File: config.mk
export PLATFORM = sky130hd
export DESIGN_NAME = rng_periph
export DESIGN_NICKNAME = d
export VERILOG_FILES = /design/src/rtl/rng_pkg.sv /design/src/rtl/rng_src_bank.sv /design/src/rtl/rng_prng.sv /design/src/rtl/rng_batch_buf.sv /design/src/rtl/rng_periph.sv
export SDC_FILE = /design/constraint.sdc
export NUM_CORES = 1
export LEC_CHECK = 0
export ABC_CLOCK_PERIOD_IN_PS = 3100
export BUFFER_PORTS_ARGS = -buffer_cell sky130_fd_sc_hd__buf_2
export CAP_MARGIN = 10
export CORE_AREA = 5 5 222 224
export CTS_CLUSTER_DIAMETER = 150
export CTS_CLUSTER_SIZE = 12
export DETAILED_ROUTE_END_ITERATION = 7
export DIE_AREA = 0 0 227 229
export MAX_ROUTING_LAYER = met4
export PLACE_DENSITY = 0.66
export SETUP_SLACK_MARGIN = 0.3
export SYNTH_ARGS = -nofsm -noshare
export SYNTH_HDL_FRONTEND = slang
export SYNTH_SLANG_ARGS = --single-unit
export TNS_END_PERCENT = 20
File: constraint.sdc
create_clock -name clk_i -period 3.1 [get_ports clk_i]
set_clock_uncertainty 0.15 [all_clocks]
set_input_delay 0.155 -clock clk_i [delete_from_list [all_inputs] [get_ports clk_i]]
set_output_delay 0.155 -clock clk_i [all_outputs]
set_load 0.01 [all_outputs]
File: src/rtl/rng_pkg.sv
package rng_pkg;
  localparam int WORD_W = 32;

  localparam int OFF_CTRL   = 'h00;
  localparam int OFF_MODE   = 'h04;
  localparam int OFF_STAT   = 'h08;
  localparam int OFF_DATA   = 'h0C;
  localparam int OFF_RESEED = 'h40;

  localparam int CTRL_GEN     = 0;
  localparam int CTRL_OSC_LSB = 4;
  localparam int CTRL_DIE     = 16;
  localparam int CTRL_EIE     = 17;
  localparam int CTRL_GIE     = 24;

  localparam int ST_HF   = 0;
  localparam int ST_DRDY = 1;
  localparam int ST_ERR  = 3;

  localparam logic [WORD_W-1:0] LFSR_POLY     = 32'h8020_0003;
  localparam logic [WORD_W-1:0] OSC_SEED_BASE = 32'h1234_5678;
  localparam logic [WORD_W-1:0] OSC_SEED_STEP = 32'h9E37_79B9;
  localparam logic [WORD_W-1:0] PRNG_SEED     = 32'hC0FF_EE01;

  typedef enum logic [0:0] {GEN_IDLE = 1'b0, GEN_FILL = 1'b1} gen_state_e;

  function automatic logic [WORD_W-1:0] lfsr_next(input logic [WORD_W-1:0] s);
    return (s >> 1) ^ (s[0] ? LFSR_POLY : '0);
  endfunction

  function automatic logic [WORD_W-1:0] osc_seed(input int idx);
    return OSC_SEED_BASE + OSC_SEED_STEP * WORD_W'(idx);
  endfunction
endpackage

File: src/rtl/rng_src_bank.sv
module rng_src_bank
  import rng_pkg::*;
#(
  parameter int N_OSC = 4
) (
  input  logic              clk_i,
  input  logic              rst_ni,
  input  logic              step_i,
  input  logic [N_OSC-1:0]  en_i,
  output logic [WORD_W-1:0] sel_next_o,
  output logic [WORD_W-1:0] all_q_o
);
  logic [N_OSC-1:0][WORD_W-1:0] st_q;
  logic [N_OSC-1:0][WORD_W-1:0] st_next;

  for (genvar g = 0; g < N_OSC; g++) begin : g_osc
    assign st_next[g] = lfsr_next(st_q[g]);
  end

  always_ff @(posedge clk_i or negedge rst_ni) begin
    if (!rst_ni) begin
      for (int i = 0; i < N_OSC; i++) st_q[i] <= osc_seed(i);
    end else if (step_i) begin
      st_q <= st_next;
    end
  end

  always_comb begin
    sel_next_o = '0;
    all_q_o    = '0;
    for (int i = 0; i < N_OSC; i++) begin
      if (en_i[i]) sel_next_o = sel_next_o ^ st_next[i];
      all_q_o = all_q_o ^ st_q[i];
    end
  end
endmodule

File: src/rtl/rng_prng.sv
module rng_prng
  import rng_pkg::*;
(
  input  logic              clk_i,
  input  logic              rst_ni,
  input  logic              step_i,
  input  logic              reseed_i,
  input  logic [WORD_W-1:0] mix_i,
  output logic [WORD_W-1:0] next_o
);
  logic [WORD_W-1:0] st_q;
  logic [WORD_W-1:0] mixed;

  assign next_o = lfsr_next(st_q);
  assign mixed  = st_q ^ mix_i;

  always_ff @(posedge clk_i or negedge rst_ni) begin
    if (!rst_ni)       st_q <= PRNG_SEED;
    else if (reseed_i) st_q <= (mixed == '0) ? PRNG_SEED : mixed;
    else if (step_i)   st_q <= next_o;
  end
endmodule

File: src/rtl/rng_batch_buf.sv
module rng_batch_buf #(
  parameter int DEPTH = 8,
  parameter int W     = 32,
  localparam int IDX_W = $clog2(DEPTH)
) (
  input  logic             clk_i,
  input  logic             rst_ni,
  input  logic             wr_i,
  input  logic [IDX_W-1:0] widx_i,
  input  logic [W-1:0]     wdata_i,
  input  logic [IDX_W-1:0] ridx_i,
  output logic [W-1:0]     rdata_o
);
  logic [DEPTH-1:0][W-1:0] mem_q;

  always_ff @(posedge clk_i or negedge rst_ni) begin
    if (!rst_ni)   mem_q <= '0;
    else if (wr_i) mem_q[widx_i] <= wdata_i;
  end

  assign rdata_o = mem_q[ridx_i];
endmodule

File: src/rtl/rng_periph.sv
module rng_periph
  import rng_pkg::*;
#(
  parameter int ADDR_W = 8,
  parameter int N_OSC  = 4,
  parameter int DEPTH  = 8
) (
  input  logic              clk_i,
  input  logic              rst_ni,
  input  logic [ADDR_W-1:0] addr_i,
  input  logic              wr_en_i,
  input  logic [WORD_W-1:0] wdata_i,
  input  logic              rd_en_i,
  output logic [WORD_W-1:0] rdata_o,
  input  logic              health_fail_i,
  output logic              irq_o
);
  localparam int IDX_W = $clog2(DEPTH);
  localparam int PTR_W = $clog2(DEPTH + 1);

  logic             gen_en_q, die_q, eie_q, gie_q, mode_q;
  logic [N_OSC-1:0] osc_en_q;
  logic             hf_q, drdy_q, err_q, reseed_pend_q;
  gen_state_e       state_q;
  logic [IDX_W-1:0] fill_idx_q;
  logic [PTR_W-1:0] rd_ptr_q;
  logic [WORD_W-1:0] rdata_q;

  logic wr_ctrl, wr_mode, wr_stat, wr_reseed, rd_data;
  assign wr_ctrl   = wr_en_i && (addr_i == ADDR_W'(OFF_CTRL));
  assign wr_mode   = wr_en_i && (addr_i == ADDR_W'(OFF_MODE));
  assign wr_stat   = wr_en_i && (addr_i == ADDR_W'(OFF_STAT));
  assign wr_reseed = wr_en_i && (addr_i == ADDR_W'(OFF_RESEED));
  assign rd_data   = rd_en_i && (addr_i == ADDR_W'(OFF_DATA));

  logic stall, start, filling, abort, step, last, reseed_apply, avail, err_set;
  assign stall        = gen_en_q && !mode_q && (osc_en_q == '0);
  assign filling      = (state_q == GEN_FILL);
  assign reseed_apply = reseed_pend_q && !filling;
  assign start        = !filling && gen_en_q && !drdy_q && !reseed_pend_q && !stall;
  assign abort        = filling && (!gen_en_q || stall);
  assign step         = filling && !abort;
  assign last         = step && (fill_idx_q == IDX_W'(DEPTH - 1));
  assign avail        = drdy_q && (rd_ptr_q != PTR_W'(DEPTH));
  assign err_set      = (rd_data && !avail) || (stall && !drdy_q);

  logic [WORD_W-1:0] osc_word, osc_all, prng_word, fill_word, buf_word;

  rng_src_bank #(.N_OSC(N_OSC)) u_src (
    .clk_i      (clk_i),
    .rst_ni     (rst_ni),
    .step_i     (step),
    .en_i       (osc_en_q),
    .sel_next_o (osc_word),
    .all_q_o    (osc_all)
  );

  rng_prng u_prng (
    .clk_i    (clk_i),
    .rst_ni   (rst_ni),
    .step_i   (step && mode_q),
    .reseed_i (reseed_apply),
    .mix_i    (osc_all),
    .next_o   (prng_word)
  );

  assign fill_word = mode_q ? prng_word : osc_word;

  rng_batch_buf #(.DEPTH(DEPTH), .W(WORD_W)) u_buf (
    .clk_i   (clk_i),
    .rst_ni  (rst_ni),
    .wr_i    (step),
    .widx_i  (fill_idx_q),
    .wdata_i (fill_word),
    .ridx_i  (rd_ptr_q[IDX_W-1:0]),
    .rdata_o (buf_word)
  );

  logic [WORD_W-1:0] ctrl_rd, stat_rd, rd_mux;
  always_comb begin
    ctrl_rd = '0;
    ctrl_rd[CTRL_GEN]               = gen_en_q;
    ctrl_rd[CTRL_OSC_LSB +: N_OSC]  = osc_en_q;
    ctrl_rd[CTRL_DIE]               = die_q;
    ctrl_rd[CTRL_EIE]               = eie_q;
    ctrl_rd[CTRL_GIE]               = gie_q;
    stat_rd = '0;
    stat_rd[ST_HF]   = hf_q;
    stat_rd[ST_DRDY] = drdy_q;
    stat_rd[ST_ERR]  = err_q;
    rd_mux = '0;
    if (addr_i == ADDR_W'(OFF_CTRL))      rd_mux = ctrl_rd;
    else if (addr_i == ADDR_W'(OFF_MODE)) rd_mux = {{(WORD_W-1){1'b0}}, mode_q};
    else if (addr_i == ADDR_W'(OFF_STAT)) rd_mux = stat_rd;
    else if (addr_i == ADDR_W'(OFF_DATA)) rd_mux = avail ? buf_word : '0;
  end

  always_ff @(posedge clk_i or negedge rst_ni) begin
    if (!rst_ni) begin
      gen_en_q      <= 1'b0;
      osc_en_q      <= '0;
      die_q         <= 1'b0;
      eie_q         <= 1'b0;
      gie_q         <= 1'b0;
      mode_q        <= 1'b0;
      hf_q          <= 1'b0;
      drdy_q        <= 1'b0;
      err_q         <= 1'b0;
      reseed_pend_q <= 1'b0;
      state_q       <= GEN_IDLE;
      fill_idx_q    <= '0;
      rd_ptr_q      <= '0;
      rdata_q       <= '0;
    end else begin
      if (wr_ctrl) begin
        gen_en_q <= wdata_i[CTRL_GEN];
        osc_en_q <= wdata_i[CTRL_OSC_LSB +: N_OSC];
        die_q    <= wdata_i[CTRL_DIE];
        eie_q    <= wdata_i[CTRL_EIE];
        gie_q    <= wdata_i[CTRL_GIE];
      end
      if (wr_mode) mode_q <= wdata_i[0];
      reseed_pend_q <= (wr_reseed && wdata_i[0]) || (reseed_pend_q && !reseed_apply);
      // set wins over write-one-to-clear
      hf_q   <= health_fail_i || (hf_q && !(wr_stat && wdata_i[ST_HF]));
      drdy_q <= last || (drdy_q && !(wr_stat && wdata_i[ST_DRDY]));
      err_q  <= err_set || (err_q && !(wr_stat && wdata_i[ST_ERR]));
      unique case (state_q)
        GEN_IDLE: if (start) begin
          state_q    <= GEN_FILL;
          fill_idx_q <= '0;
        end
        GEN_FILL: begin
          if (abort || last) state_q <= GEN_IDLE;
          if (step) fill_idx_q <= fill_idx_q + 1'b1;
        end
        default: state_q <= GEN_IDLE;
      endcase
      if (last)                  rd_ptr_q <= '0;
      else if (rd_data && avail) rd_ptr_q <= rd_ptr_q + 1'b1;
      rdata_q <= rd_en_i ? rd_mux : '0;
    end
  end

  assign rdata_o = rdata_q;
  assign irq_o   = gie_q && ((drdy_q && die_q) || ((err_q || hf_q) && eie_q));
endmodule

==> results.toml <==
[placement]
place_congestion = 0.858
dp_hpwl_um = 33100
io_buffers = 55
pre_cts_ws_ns = 0.260

[sta]
rsz0062_at_grt = "true"
worst_slack_ns = 0.326
fin_tns_setup_ns = 0
setup_viol = 0
finalMaxSlewViolations = 0
min_period_ns = 2.77
max_freq_mhz = 361
slew_headroom = 0.324
hold_slack_ns = 0.0303
fin_crit_sh = 0.895
worstMarginPinSlew_ns = 1.01
hold_viol = 0

[layout]
fin_nets = 2115
final_core_util = 0.549
syn_to_final_growth_pct = 11.7
antennaDiodeCount = 0
final_common_cell = "nand2_1"
final_cell_mix = "544 x nand2_1, 388 x dfrtp_1, 284 x mux2_2"
multi_input_area_mm2 = 0.0108
drive_above_1_share = 0.290
fill_cells = 3960
seqCellArea_mm2 = 0.0118

[cts]
cts_tree = "built"
h-tree-depth = 2
clkLatencyLatePin_ns = 0.58
clockRootBuffer = "clkbuf_16"
clk_pin_slew_ns = 0.06
cts.sinks = 469
cts_buffers = 45
ctsLongestPathBuffers = 3

[worst_setup_path]
arrival_ns = 3.08
crit_chain = "or4_4, o21a_1, and2_4, nand2_4, nor3_4, buf_4, mux2_2"
crit_required_ns = 3.41
end_kind = "flop"
cpMaxStageDelayCell = "nor3_4"
crit_fanout = 21
cpPeakStageDelay_ns = 0.69
critPathLaunchType = "flop"
path_class = "flop to flop"

[floorplanning]
die_h_um = 229
die_area_mm2 = 0.0520
io_pins = 78
num_rows = 80
chipWidth_um = 227
core_area_mm2 = 0.0471
initial_core_util = 0.491

[global_routing]
antenna_found_initial = 0
gr-total-overflow = 0
grt_pass1_vias = 15400
grt_pass1_wl_um = 86300
grt_usage = 0.214
grt_max_degree = 126

[synth]
synth-edff-count = 0
synthCells = 1989
syn_area_mm2 = 0.0232
synth_cell_types = 56
ys_seq_area_frac = 0.511
yosysWarningCount = 0
synth-seq-cells = 469
synthArstFlopShare = 1.00
syn-num-nets = 2038
synth_flop_cell = "dfrtp_1"
avgSynthCellArea_um2 = 11.6

[route]
wl_per_cell_um = 19.8
wl_um = 53600
drt_iter0_markers = 1018
drc_errors = 0
dr.pass1.iters = 5
vias = 14900
ant_nets = 0
viasPerCell = 5.51

[power_and_ir_drop]
vdd_drop_max_uv = 507
power_density_mw_per_mm2 = 451
leakage_nw = 11.9
fin_total_pwr_mw = 11.7

[run_status]
status = "complete, no violations"

[worst_hold_path]
worstHoldPathType = "input port to async pin"

[job]
maxCapViolCount = 0
-- power breakdown --
| group | internal (mW) | switching, mW | leakage, nW |
|---|---|---|---|
| Clock | 2.71 | 2.31 | 0.607 |
| Combinational | 0.156 | 0.288 | 5.03 |
| Sequential | 6.16 | 0.0342 | 6.25 |
| Total | 9.03 | 2.63 | 11.9 |
-- state kept, by name, indices dropped and copies added, names as in the netlist --
signal	flops
hf_q	1
u_prng.st_q	32
gen_en_q	1
reseed_pend_q	1
gie_q	1
rdata_o	32
u_src.st_q	128
die_q	1
rd_ptr_q	4
filling	1
drdy_q	1
mode_q	1
eie_q	1
osc_en_q	4
err_q	1
fill_idx_q	3
u_buf.mem_q	256
-- final timing paths --
check	cells after the start	slack, ns	from	endpoint
min in group clk_i	7	0.10	addr_i[4]	rdata_o[1]$_DFF_PN0_
worst max-delay path	7	0.33	osc_en_q[3]$_DFFE_PN0P_	u_buf.mem_q[81]$_DFFE_PN0P_
worst min-delay path	2	0.03	rst_ni	u_src.st_q[42]$_DFFE_PN0P_
worst min register to register	2	0.32	u_src.st_q[72]$_DFFE_PN1P_	u_src.st_q[71]$_DFFE_PN1P_
worst max register to register	7	0.33	osc_en_q[3]$_DFFE_PN0P_	u_buf.mem_q[81]$_DFFE_PN0P_
max in group asynchronous	3	1.87	rst_ni	u_src.st_q[3]$_DFFE_PN1P_
-- repair_timing --
item                                   4_1_cts  5_1_grt
buffers inserted                             0        1
hold buffers                                34        0
endpoints found under the hold margin      322        0
setup endpoints to repair                   13       48
gates resized for setup                      1        4
-- critical path, delay by kind of cell (launching register included) --
family                 cells  cell delay (ns)
AOI/OAI and AO/OA          1             0.13
DFF                        1             0.35
muxes                      1             0.39
and+or+nand+nor            4             1.08
buffers and inverters      1             0.51
-- logic make-up after synthesis --
family	synth area share
xor gates and xnor gates	0.100
muxes	0.220
adders and majority gates	0.00216
AOI/OAI and AO/OA	0.0198
and+or+nand+nor	0.121
DFF	0.511
buffers and inverters	0.0261
-- metal layers --
metal / global-route usage / up-vias / wire length [um]
met5: - / - / 0
met1: 0.293 / 7671 / 24100
met2: 0.339 / 297 / 25700
met4: 0.0576 / 0 / 1140
met3: 0.0325 / 69 / 2530
li1: - / 6837 / -
-- metrics by stage --
stage | cell area, um2 | cells
floorplan | 23200 | 1989
global placement | 24200 | 2599
detailed placement | 24200 | 2599
CTS | 25800 | 2697
global route | 25900 | 2698
finish | 25900 | 2698
-- area by class of cell --
class,count,share of cell area
clock buffers,61,0.0466
flip-flops and latches,469,0.458
multi-input cells,1395,0.417
well taps,615,0.0297
inverters,12,0.00174
clock inverters,3,0.00184
repair buffers,143,0.0451
-- cells in the mapped netlist, types with 4 or more instances --
master	count	area [um2]
buf_1	11	41.3
buf_6	13	146
mux4_2	64	1440
o21ai_0	9	45.0
mux2_2	284	3200
dfrtp_1	391	9780
nor4_1	5	31.3
buf_2	30	150
clkbuf_1	59	221
mux2i_1	43	430
nor3_1	8	40.0
xnor3_1	22	495
xnor2_1	157	1380
nand3_1	4	20.0
ha_1	4	50.1
inv_1	11	41.3
nand2_1	545	2050
and3_1	16	100
nor2_1	90	338
a21oi_1	25	125
dfstp_2	78	2050
o21ai_1	5	25.0
xor2_1	46	403
a32oi_1	4	35.0
nand4_1	6	37.5
a31oi_1	9	56.3
Note: power is estimated with default switching activity, not from simulation.
